$ cat src/rtl/gpio_irq_pkg.sv
`timescale 1ns/1ps
package gpio_irq_pkg;

    localparam int STYLE_W       = 3;
    localparam int LINES_PER_REG = 8;

    // Detection style codes; the remaining codes are inert
    typedef enum logic [STYLE_W-1:0] {
        STY_LEVEL_HI = 3'd0,
        STY_LEVEL_LO = 3'd1,
        STY_RISE     = 3'd2,
        STY_FALL     = 3'd3,
        STY_TOGGLE   = 3'd4
    } style_e;

    // Word index of each register (byte address >> 2)
    typedef enum logic [2:0] {
        RG_DOUT   = 3'd0,
        RG_DIR    = 3'd1,
        RG_PIN    = 3'd2,
        RG_EVT    = 3'd3,
        RG_STY_LO = 3'd4,
        RG_STY_HI = 3'd5,
        RG_CLKSEL = 3'd6,
        RG_AUX    = 3'd7
    } reg_idx_e;

    // Position of a line's interrupt in the parent vector
    function automatic int parent_irq_num(input int line);
        return (line < 2) ? (6 + line) : (17 + line);
    endfunction

endpackage

$ cat src/rtl/gpio_line_detect.sv
`timescale 1ns/1ps
module gpio_line_detect
    import gpio_irq_pkg::*;
(
    input  logic               clk,
    input  logic               rst_n,
    input  logic               pin_i,
    input  logic [STYLE_W-1:0] style_i,
    output logic               level_o,
    output logic               event_o
);

    typedef struct packed {
        logic meta;
        logic stable;
        logic prev;
    } det_t;

    det_t det_d, det_q;
    logic rise, fall;

    always_comb begin
        det_d.meta   = pin_i;
        det_d.stable = det_q.meta;
        det_d.prev   = det_q.stable;
        rise = det_q.stable & ~det_q.prev;
        fall = ~det_q.stable & det_q.prev;
        case (style_i)
            STY_LEVEL_HI: event_o = det_q.stable;
            STY_LEVEL_LO: event_o = ~det_q.stable;
            STY_RISE:     event_o = rise;
            STY_FALL:     event_o = fall;
            STY_TOGGLE:   event_o = rise | fall;
            default:      event_o = 1'b0;
        endcase
    end

    always_ff @(posedge clk or negedge rst_n) begin
        if (!rst_n) det_q <= '0;
        else        det_q <= det_d;
    end

    assign level_o = det_q.stable;

endmodule

$ cat src/rtl/gpio_clk_div.sv
`timescale 1ns/1ps
module gpio_clk_div #(
    parameter int DIV_W = 4
) (
    input  logic             clk,
    input  logic             rst_n,
    input  logic             en_i,
    input  logic [DIV_W-1:0] div_i,
    output logic             clk_o
);

    typedef struct packed {
        logic [DIV_W-1:0] cnt;
        logic             phase;
    } div_t;

    div_t div_d, div_q;

    always_comb begin
        div_d = div_q;
        if (!en_i) begin
            div_d = '0;
        end else if (div_q.cnt == div_i) begin
            div_d.cnt   = '0;
            div_d.phase = ~div_q.phase;
        end else begin
            div_d.cnt = div_q.cnt + 1'b1;
        end
    end

    always_ff @(posedge clk or negedge rst_n) begin
        if (!rst_n) div_q <= '0;
        else        div_q <= div_d;
    end

    assign clk_o = div_q.phase;

endmodule

$ cat src/rtl/gpio_irq_ctrl.sv
`timescale 1ns/1ps
module gpio_irq_ctrl
    import gpio_irq_pkg::*;
#(
    parameter int NUM_LINES = 16,
    parameter int IRQ_LINES = 13,
    parameter int ADDR_W    = 5,
    parameter int DATA_W    = 32,
    parameter int PARENT_W  = 32,
    parameter int DIV_W     = 4
) (
    input  logic                 clk,
    input  logic                 rst_n,
    input  logic                 bus_wr_en,
    input  logic [ADDR_W-1:0]    bus_addr,
    input  logic [DATA_W-1:0]    bus_wdata,
    output logic [DATA_W-1:0]    bus_rdata,
    input  logic [NUM_LINES-1:0] pad_in,
    output logic [NUM_LINES-1:0] pad_out,
    output logic [NUM_LINES-1:0] pad_drive,
    output logic [PARENT_W-1:0]  irq_o
);

    localparam int STY_W      = LINES_PER_REG * STYLE_W;
    localparam int N_CLK      = 2;
    localparam int CLK_STRIDE = 8;
    localparam int CLKSEL_W   = N_CLK * CLK_STRIDE;
    localparam int CLK_BASE   = NUM_LINES - N_CLK;

    function automatic logic [CLKSEL_W-1:0] clksel_mask();
        logic [CLKSEL_W-1:0] m;
        m = '0;
        for (int k = 0; k < N_CLK; k++) m[k*CLK_STRIDE +: DIV_W+1] = '1;
        return m;
    endfunction

    localparam logic [CLKSEL_W-1:0] CLKSEL_MASK = clksel_mask();

    typedef struct packed {
        logic [NUM_LINES-1:0] dout;
        logic [NUM_LINES-1:0] dir;
        logic [NUM_LINES-1:0] status;
        logic [STY_W-1:0]     sty_lo;
        logic [STY_W-1:0]     sty_hi;
        logic [CLKSEL_W-1:0]  clksel;
        logic [DATA_W-1:0]    aux;
    } regs_t;

    localparam regs_t REGS_RST = '{
        dout: '0, dir: '1, status: '0, sty_lo: '0,
        sty_hi: '0, clksel: '0, aux: '0
    };

    regs_t r_d, r_q;

    logic [NUM_LINES-1:0] line_evt;
    logic [NUM_LINES-1:0] line_lvl;
    logic [STYLE_W-1:0]   line_sty [NUM_LINES];
    logic [N_CLK-1:0]     gen_en;
    logic [N_CLK-1:0]     gen_clk;
    logic [NUM_LINES-1:0] clr_bits;
    logic [2:0]           word_idx;
    logic                 aligned;

    assign word_idx = bus_addr[ADDR_W-1:2];
    assign aligned  = (bus_addr[1:0] == 2'b00);

    // Per-line synchronizer and event detector
    for (genvar g = 0; g < NUM_LINES; g++) begin : g_line
        if (g < LINES_PER_REG) begin : g_lo
            assign line_sty[g] = r_q.sty_lo[g*STYLE_W +: STYLE_W];
        end else begin : g_hi
            assign line_sty[g] = r_q.sty_hi[(g-LINES_PER_REG)*STYLE_W +: STYLE_W];
        end
        gpio_line_detect u_det (
            .clk     (clk),
            .rst_n   (rst_n),
            .pin_i   (pad_in[g]),
            .style_i (line_sty[g]),
            .level_o (line_lvl[g]),
            .event_o (line_evt[g])
        );
    end

    // Clock generators for the top lines
    for (genvar k = 0; k < N_CLK; k++) begin : g_clk
        assign gen_en[k] = r_q.clksel[k*CLK_STRIDE + DIV_W];
        gpio_clk_div #(.DIV_W(DIV_W)) u_div (
            .clk   (clk),
            .rst_n (rst_n),
            .en_i  (gen_en[k]),
            .div_i (r_q.clksel[k*CLK_STRIDE +: DIV_W]),
            .clk_o (gen_clk[k])
        );
    end

    // Next-state computation
    always_comb begin
        r_d      = r_q;
        clr_bits = '0;
        if (bus_wr_en && aligned) begin
            case (reg_idx_e'(word_idx))
                RG_DOUT:   r_d.dout   = bus_wdata[NUM_LINES-1:0];
                RG_DIR:    r_d.dir    = bus_wdata[NUM_LINES-1:0];
                RG_EVT:    clr_bits   = bus_wdata[NUM_LINES-1:0];
                RG_STY_LO: r_d.sty_lo = bus_wdata[STY_W-1:0];
                RG_STY_HI: r_d.sty_hi = bus_wdata[STY_W-1:0];
                RG_CLKSEL: r_d.clksel = bus_wdata[CLKSEL_W-1:0] & CLKSEL_MASK;
                RG_AUX:    r_d.aux    = bus_wdata;
                default:   ;
            endcase
        end
        // a fresh event outranks a clear in the same cycle
        r_d.status = (r_q.status & ~clr_bits) | line_evt;
    end

    always_ff @(posedge clk or negedge rst_n) begin
        if (!rst_n) r_q <= REGS_RST;
        else        r_q <= r_d;
    end

    // Read mux
    always_comb begin
        bus_rdata = '0;
        if (aligned) begin
            case (reg_idx_e'(word_idx))
                RG_DOUT:   bus_rdata[NUM_LINES-1:0] = r_q.dout;
                RG_DIR:    bus_rdata[NUM_LINES-1:0] = r_q.dir;
                RG_PIN:    bus_rdata[NUM_LINES-1:0] = line_lvl;
                RG_EVT:    bus_rdata[NUM_LINES-1:0] = r_q.status;
                RG_STY_LO: bus_rdata[STY_W-1:0]     = r_q.sty_lo;
                RG_STY_HI: bus_rdata[STY_W-1:0]     = r_q.sty_hi;
                RG_CLKSEL: bus_rdata[CLKSEL_W-1:0]  = r_q.clksel;
                RG_AUX:    bus_rdata                = r_q.aux;
                default:   bus_rdata = '0;
            endcase
        end
    end

    // Pad outputs with clock override
    always_comb begin
        pad_out   = r_q.dout;
        pad_drive = ~r_q.dir;
        for (int k = 0; k < N_CLK; k++) begin
            if (gen_en[k]) begin
                pad_out[CLK_BASE+k]   = gen_clk[k];
                pad_drive[CLK_BASE+k] = 1'b1;
            end
        end
    end

    // Parent interrupt placement
    always_comb begin
        irq_o = '0;
        for (int l = 0; l < IRQ_LINES; l++) irq_o[parent_irq_num(l)] = r_q.status[l];
    end

endmodule

$ cat config.mk
export PLATFORM = sky130hd
export DESIGN_NAME = gpio_irq_ctrl
export DESIGN_NICKNAME = d
export VERILOG_FILES = /design/src/rtl/gpio_irq_pkg.sv /design/src/rtl/gpio_line_detect.sv /design/src/rtl/gpio_clk_div.sv /design/src/rtl/gpio_irq_ctrl.sv
export SDC_FILE = /design/constraint.sdc
export NUM_CORES = 1
export LEC_CHECK = 0
export BUFFER_PORTS_ARGS = -buffer_cell sky130_fd_sc_hd__buf_4
export CORE_MARGIN = 2
export CORE_UTILIZATION = 47
export DETAILED_ROUTE_END_ITERATION = 12
export PLACE_DENSITY_LB_ADDON = 0.15
export REMOVE_ABC_BUFFERS = 1
export SLEW_MARGIN = 20
export SYNTH_ARGS = -nofsm -noshare
export SYNTH_HDL_FRONTEND = slang
export SYNTH_HIERARCHICAL = 1
export SYNTH_SLANG_ARGS = --single-unit
$ cat constraint.sdc
create_clock -name clk -period 2.6 [get_ports clk]
set_clock_uncertainty 0.05 [all_clocks]
set_input_delay 0.52 -clock clk [delete_from_list [all_inputs] [get_ports clk]]
set_output_delay 0.52 -clock clk [all_outputs]
set_load 0.02 [all_outputs]
* Word-level counts from Yosys, hierarchy flattened
Index checks and enable logic that the tools add are counted.
** Operators by class
- Add/sub/neg operators :: 2
- Eq/ne operators :: 75
- Muxes and demuxes :: 32
- Bitwise gates (word level) :: 86
- Reductions and logical operators :: 25
** Operators by type and width (count)
- 16-bit case mux with 8 select lines :: 1
- 3-bit by 2-bit == test with 1-bit output, second input constant :: 34
- 1-bit case mux with 5 select lines :: 16
- 3-bit == test, second input constant :: 20
- 3-bit by 1-bit == test with 1-bit output, second input constant :: 17
- 3-bit zero test :: 17
- 1-bit inverter :: 34
- 1-bit bitwise AND :: 32
- 16-bit two-way mux :: 2
- 32-bit two-way mux :: 1
- 16-bit inverter :: 2
- 8-bit case mux with 3 select lines :: 1
- 16-bit bitwise AND :: 1
- 1-bit OR :: 16
- 16-bit OR :: 1
- 2-bit AND reduction :: 6
- 5-bit two-way mux :: 2
- 4-bit by 1-bit adder with 4-bit output, second input constant :: 2
- 4-bit == test :: 2
- 4-bit two-way mux :: 2
- 8-bit two-way mux :: 1
- 1-bit two-way mux :: 6
- 2-bit by 1-bit != test with 1-bit output, second input constant :: 2
- 2-bit zero test :: 1
- 1-bit logical AND :: 1
** Word-level totals
- Bits in registers :: 196
- Input bits :: 56
- Output and inout bits :: 96
- Word-level logic and storage cells :: 279

* Longest topological paths before layout
- Depth after elaboration :: 6
- Gate-level depth with buffers :: 7
- Depth with buffers taken out :: 6

* Hierarchy
Netlist, hierarchy kept.
** Modules (own cells, without submodules)
- gpio_irq_ctrl :: times used 1, cells each 604, area each 7111.8 um^2, sequential area each 3473.3 um^2
- gpio_line_detect :: times used 16, cells each 13, area each 153.9 um^2, sequential area each 75.1 um^2
- gpio_clk_div :: times used 2, cells each 23, area each 264.0 um^2, sequential area each 125.1 um^2

* Least setup slack after synthesis
Ideal clock, no wire load.
- Path kind :: input -> output
- Start :: input bus_addr[2]
- End :: output bus_rdata[11]
- Arrival time :: 1.768 ns
- Data required time :: 2.030 ns
- Path slack :: 0.262 ns
- Cell stages on the path :: 5
- Buffers on the path :: 3
- Cells stage by stage :: buf_2 > buf_1 > clkbuf_1 > nand2_1 > a31oi_1
** Between the ends
- Cells in the longest elaborated chain, start to end :: 3
- Elaborated cells on any way between the ends :: 10
- Those cells by class :: eq/ne (7); mux (2); reduce/logical (1)
** RTL lines
- from (decl) :: RTL line gpio_irq_ctrl.sv:15 : input logic [ADDR_W-1:0] bus_addr,
- 3-bit == test (tied with other cells) :: RTL line gpio_irq_ctrl.sv:126 : case (reg_idx_e'(word_idx))
- 16-bit case mux with 8 select lines (*) :: RTL line gpio_irq_ctrl.sv:126
- 32-bit two-way mux (*) :: RTL line gpio_irq_ctrl.sv:125 : if (aligned) begin
- to (decl) :: RTL line gpio_irq_ctrl.sv:17 : output logic [DATA_W-1:0] bus_rdata,
Mark *: on every way between the ends. The rest lies on a longest branch, timed or not.

* Final worst setup path
- Start :: register r_q[112] (netlist bit)
- End :: output bus_rdata[0]
** Between the ends
- Cells in the longest elaborated chain, start to end :: 2
** RTL lines
- from (decl) :: RTL line gpio_irq_ctrl.sv:54 : regs_t r_d, r_q;
- from (signal assigned) :: RTL line gpio_irq_ctrl.sv:119 : else r_q <= r_d;
- 16-bit case mux with 8 select lines :: RTL line gpio_irq_ctrl.sv:126
- 32-bit two-way mux :: RTL line gpio_irq_ctrl.sv:125
No other way between the ends.

==> results.toml <==
[synth]
synth_ff_type = "sky130_fd_sc_hd__dfrtp_1"
synth-compound-area-share_pct = 6.97
syn-cell-area_sq_mm = 0.0101
synth_xor_xnor_area_share_pct = 2.58
netlist.top_cell.by_area = "sky130_fd_sc_hd__dfrtp_1"
synth-seq-area-share_pct = 48.7
synth_seq_cells = 196
muxShareOfSynthArea_pct = 19.8
synth_enable_flop_cells = 0
synth_commonest_cells = "180 x sky130_fd_sc_hd__dfrtp_1, 97 x sky130_fd_sc_hd__mux2_2, 53 x sky130_fd_sc_hd__nand2_1, 50 x sky130_fd_sc_hd__inv_1, 46 x sky130_fd_sc_hd__buf_4"
simple_gate_fraction_of_synth_area_pct = 10.3
synthesis.yosys.warnings = 6
syn_area_per_cell_sq_um = 11.8
synth_fa_ha_area_share_pct = 4.21
netlist_top_cells_area = "sky130_fd_sc_hd__dfrtp_1 45%, sky130_fd_sc_hd__mux2_2 11%, sky130_fd_sc_hd__mux2_4 4.5%, sky130_fd_sc_hd__mux2i_1 4.3%, sky130_fd_sc_hd__ha_1 4.2%"
fraction_of_registers_with_async_set_or_reset_after_synthesis_pct = 100
post_synth_inst_count = 858
synth_most_common_cell = "sky130_fd_sc_hd__dfrtp_1"
yosysTopAreaCellShare_pct = 44.6
synth_top_family_by_area = "multiplexers"
synth.lib_cells_used.distinct = 55

[global_routing]
grtUsageTotal_pct = 23.1
congestion_overflow_gr = 0
grt_max_degree = 60
grt_antenna_before_repair = 0
first_global_vias = 6909
wire_length_of_the_first_global_routing_pass_mm = 39.4

[finish]
antenna_cell_count = 0
drive_gt1_share_pct = 35.5
layout.nets = 1075
area_overhead_of_the_layout_relative_to_synthesis_pct = 19.0
stdcell_count = 1273
utilization_pct = 57.0

[timing]
final-hold-violation-count = 2
timing.max_slew.rel_slack_pct = 65.9
maxClockFrequency_ghz = 0.407
rsz0062_at_grt = "false"
finalSetupTns_ns = 0
finalMaxSlewViolations = 0
whs_ns = -0.00528
timing.final.crit_period_ns = 2.45
setup_viol = 0
timing_worst_slew_pin_value_ns = 0.512
layout_worst_path_cycle_share_pct = 94.4

[route]
num_vias = 6885
firstDrtPassIters = 4
postRouteAntennaNets = 0
remaining_drc_errors = 0
drt-total-wl_mm = 24.9
drt-initial-drc-count = 519
wire_per_inst_um = 19.5
viasPerCell = 5.41

[critical_path]
crit_start = "r_q[112]"
worst-r2r-cell-count = 6
timing.rr.end = "irq_o[21]"
crit_path_max_fanout = 3
timing.critical_path.required_ns = 2.03
rr_startpoint = "g_line[4].u_det/level_o"
reg2reg_slack_ns = 0.94
setup.worst_path.end_class = "output port"
start_kind = "flop"
cp.arrival_ns = 1.88
criticalPathCategory = "reg2out"

[clock_network]
clockBufferDepth = 2
cts-hold-fix-buffers = 0
cts-root-buf = "sky130_fd_sc_hd__clkbuf_16"
postCtsSetupBuffers = 0
insertion_delay_of_the_later_clocked_pin_in_the_worst_skew_pair_ns = 0.44
cts_tree = "yes"
depth_of_the_cts_h_tree = 4
clkTransAtPathRegs_ns = 0.08
postCtsResizedCells = 0
numClockSinks = 196
cts-buffers-inserted = 17

[placement]
place_inst = 1241
globalplace.congestion = 0.845
hpwlAfterDp_mm = 17.4
numPortBuffers = 132

[die]
initial_core_util_pct = 47.9
core.rowCount = 53
boundaryPins = 152
core-area_sq_mm = 0.0211
dieWidth_um = 151
die-height_um = 151
fp.dieArea_sq_mm = 0.0227

[flow_run]
maxCapViolations = 0

[power_and_ir_drop]
vdd_drop_max_uv = 387
leakage_power_figure_uw = 0.00566
power-per-cell-area_mw_per_mm2 = 735

[run_status]
failed_checks = "hold timing"
status = "finished, violations left"

[min_path]
hold_path.class = "in2async"
-- power by group --
part	internal [uW]	switching, uW	leakage (uW)
Combinational	927	789	0.00296
Clock	1920	1220	0.000340
Sequential	3520	463	0.00236
Total	6370	2470	0.00566
-- worst max path at each step --
stage | to | slack [ns]
after floorplan | r_q[0] | -0.23
after global placement | bus_rdata[0] | 0.16
after detailed placement | bus_rdata[15] | 0.17
after CTS | bus_rdata[15] | 0.15
after global routing | bus_rdata[15] | 0.04
final | bus_rdata[0] | 0.15
-- routing by layer --
| layer | vias to the layer above | track usage [%] | part of all wire, % |
|---|---|---|---|
| li1 | 3176 | - | - |
| met1 | 3503 | 32.9 | 47 |
| met2 | 183 | 35.6 | 46 |
| met3 | 23 | 5.24 | 5.5 |
| met4 | 0 | 6.17 | 1.4 |
| met5 | - | 0 | 0 |
-- worst max-delay path, cell delays in order (launching register included) --
cell and delay [ns]:
sky130_fd_sc_hd__dfstp_2 0.55, sky130_fd_sc_hd__mux2i_1 0.08, sky130_fd_sc_hd__a21oi_1 0.24, sky130_fd_sc_hd__a2bb2oi_1 0.10
sky130_fd_sc_hd__a21oi_1 0.27, sky130_fd_sc_hd__buf_4 0.20
-- cell type report --
| class | count | area [sq um] |
|---|---|---|
| clock buffers | 18 | 429 |
| repair buffers | 168 | 1360 |
| inverters | 53 | 201 |
| fillers | 1818 | 9070 |
| well taps | 275 | 344 |
| clock inverters | 14 | 268 |
| multi-input cells | 549 | 4500 |
| flip-flops and latches | 196 | 4920 |
-- per-stage QoR --
| step | setup slack [ns] | area (sq um) | total power (uW) |
|---|---|---|---|
| 6_report | 0.146 | 12000 | 8830 |
| 5_1_grt | 0.0413 | 12000 | 9250 |
| 4_1_cts | 0.153 | 12000 | 8900 |
| 3_5_place_dp | 0.165 | 11300 | 5750 |
| 3_3_place_gp | 0.158 | 11300 | 5720 |
| 2_1_floorplan | -0.235 | 9620 | 5010 |
-- registers in the layout (all words and copies together), names as in the netlist --
signal and flops:
gen_en 2, line_sty 48, r_q 61, pad_out 14
g_line.u_det/level_o 16, g_clk.u_div/clk_o 2, g_line.u_det/det_d 16, irq_o 13
g_clk.u_div/div_q 8, g_line.u_det/det_q 16
-- cell usage in the layout, fill, tap and decap left out, types with 10 or more instances in the layout --
master,n
sky130_fd_sc_hd__inv_1,50
sky130_fd_sc_hd__mux2i_1,43
sky130_fd_sc_hd__o21ai_0,18
sky130_fd_sc_hd__buf_4,160
sky130_fd_sc_hd__or3_1,16
sky130_fd_sc_hd__clkbuf_16,17
sky130_fd_sc_hd__mux2_2,97
sky130_fd_sc_hd__a21o_1,16
sky130_fd_sc_hd__a31oi_1,10
sky130_fd_sc_hd__nor3b_1,16
sky130_fd_sc_hd__dfrtp_1,180
sky130_fd_sc_hd__nor4b_1,16
sky130_fd_sc_hd__a21oi_1,25
sky130_fd_sc_hd__xnor2_1,18
sky130_fd_sc_hd__conb_1,19
sky130_fd_sc_hd__dfstp_2,16
sky130_fd_sc_hd__ha_1,34
sky130_fd_sc_hd__nand2_1,53
sky130_fd_sc_hd__nor3_1,16
sky130_fd_sc_hd__nor2_1,43
sky130_fd_sc_hd__mux2_4,30
-- logic make-up (layout without fill, tap and decap cells) --
kind of cell    Yosys count  after routing
xor+xnor                 28             28
mux                     171            171
simple gates            193            193
fa+ha+maj                34             34
other cells               1             19
compound gates          104            104
buf+inv                 131            253
flops                   196            196
Note: power is estimated with default switching activity, not from simulation.
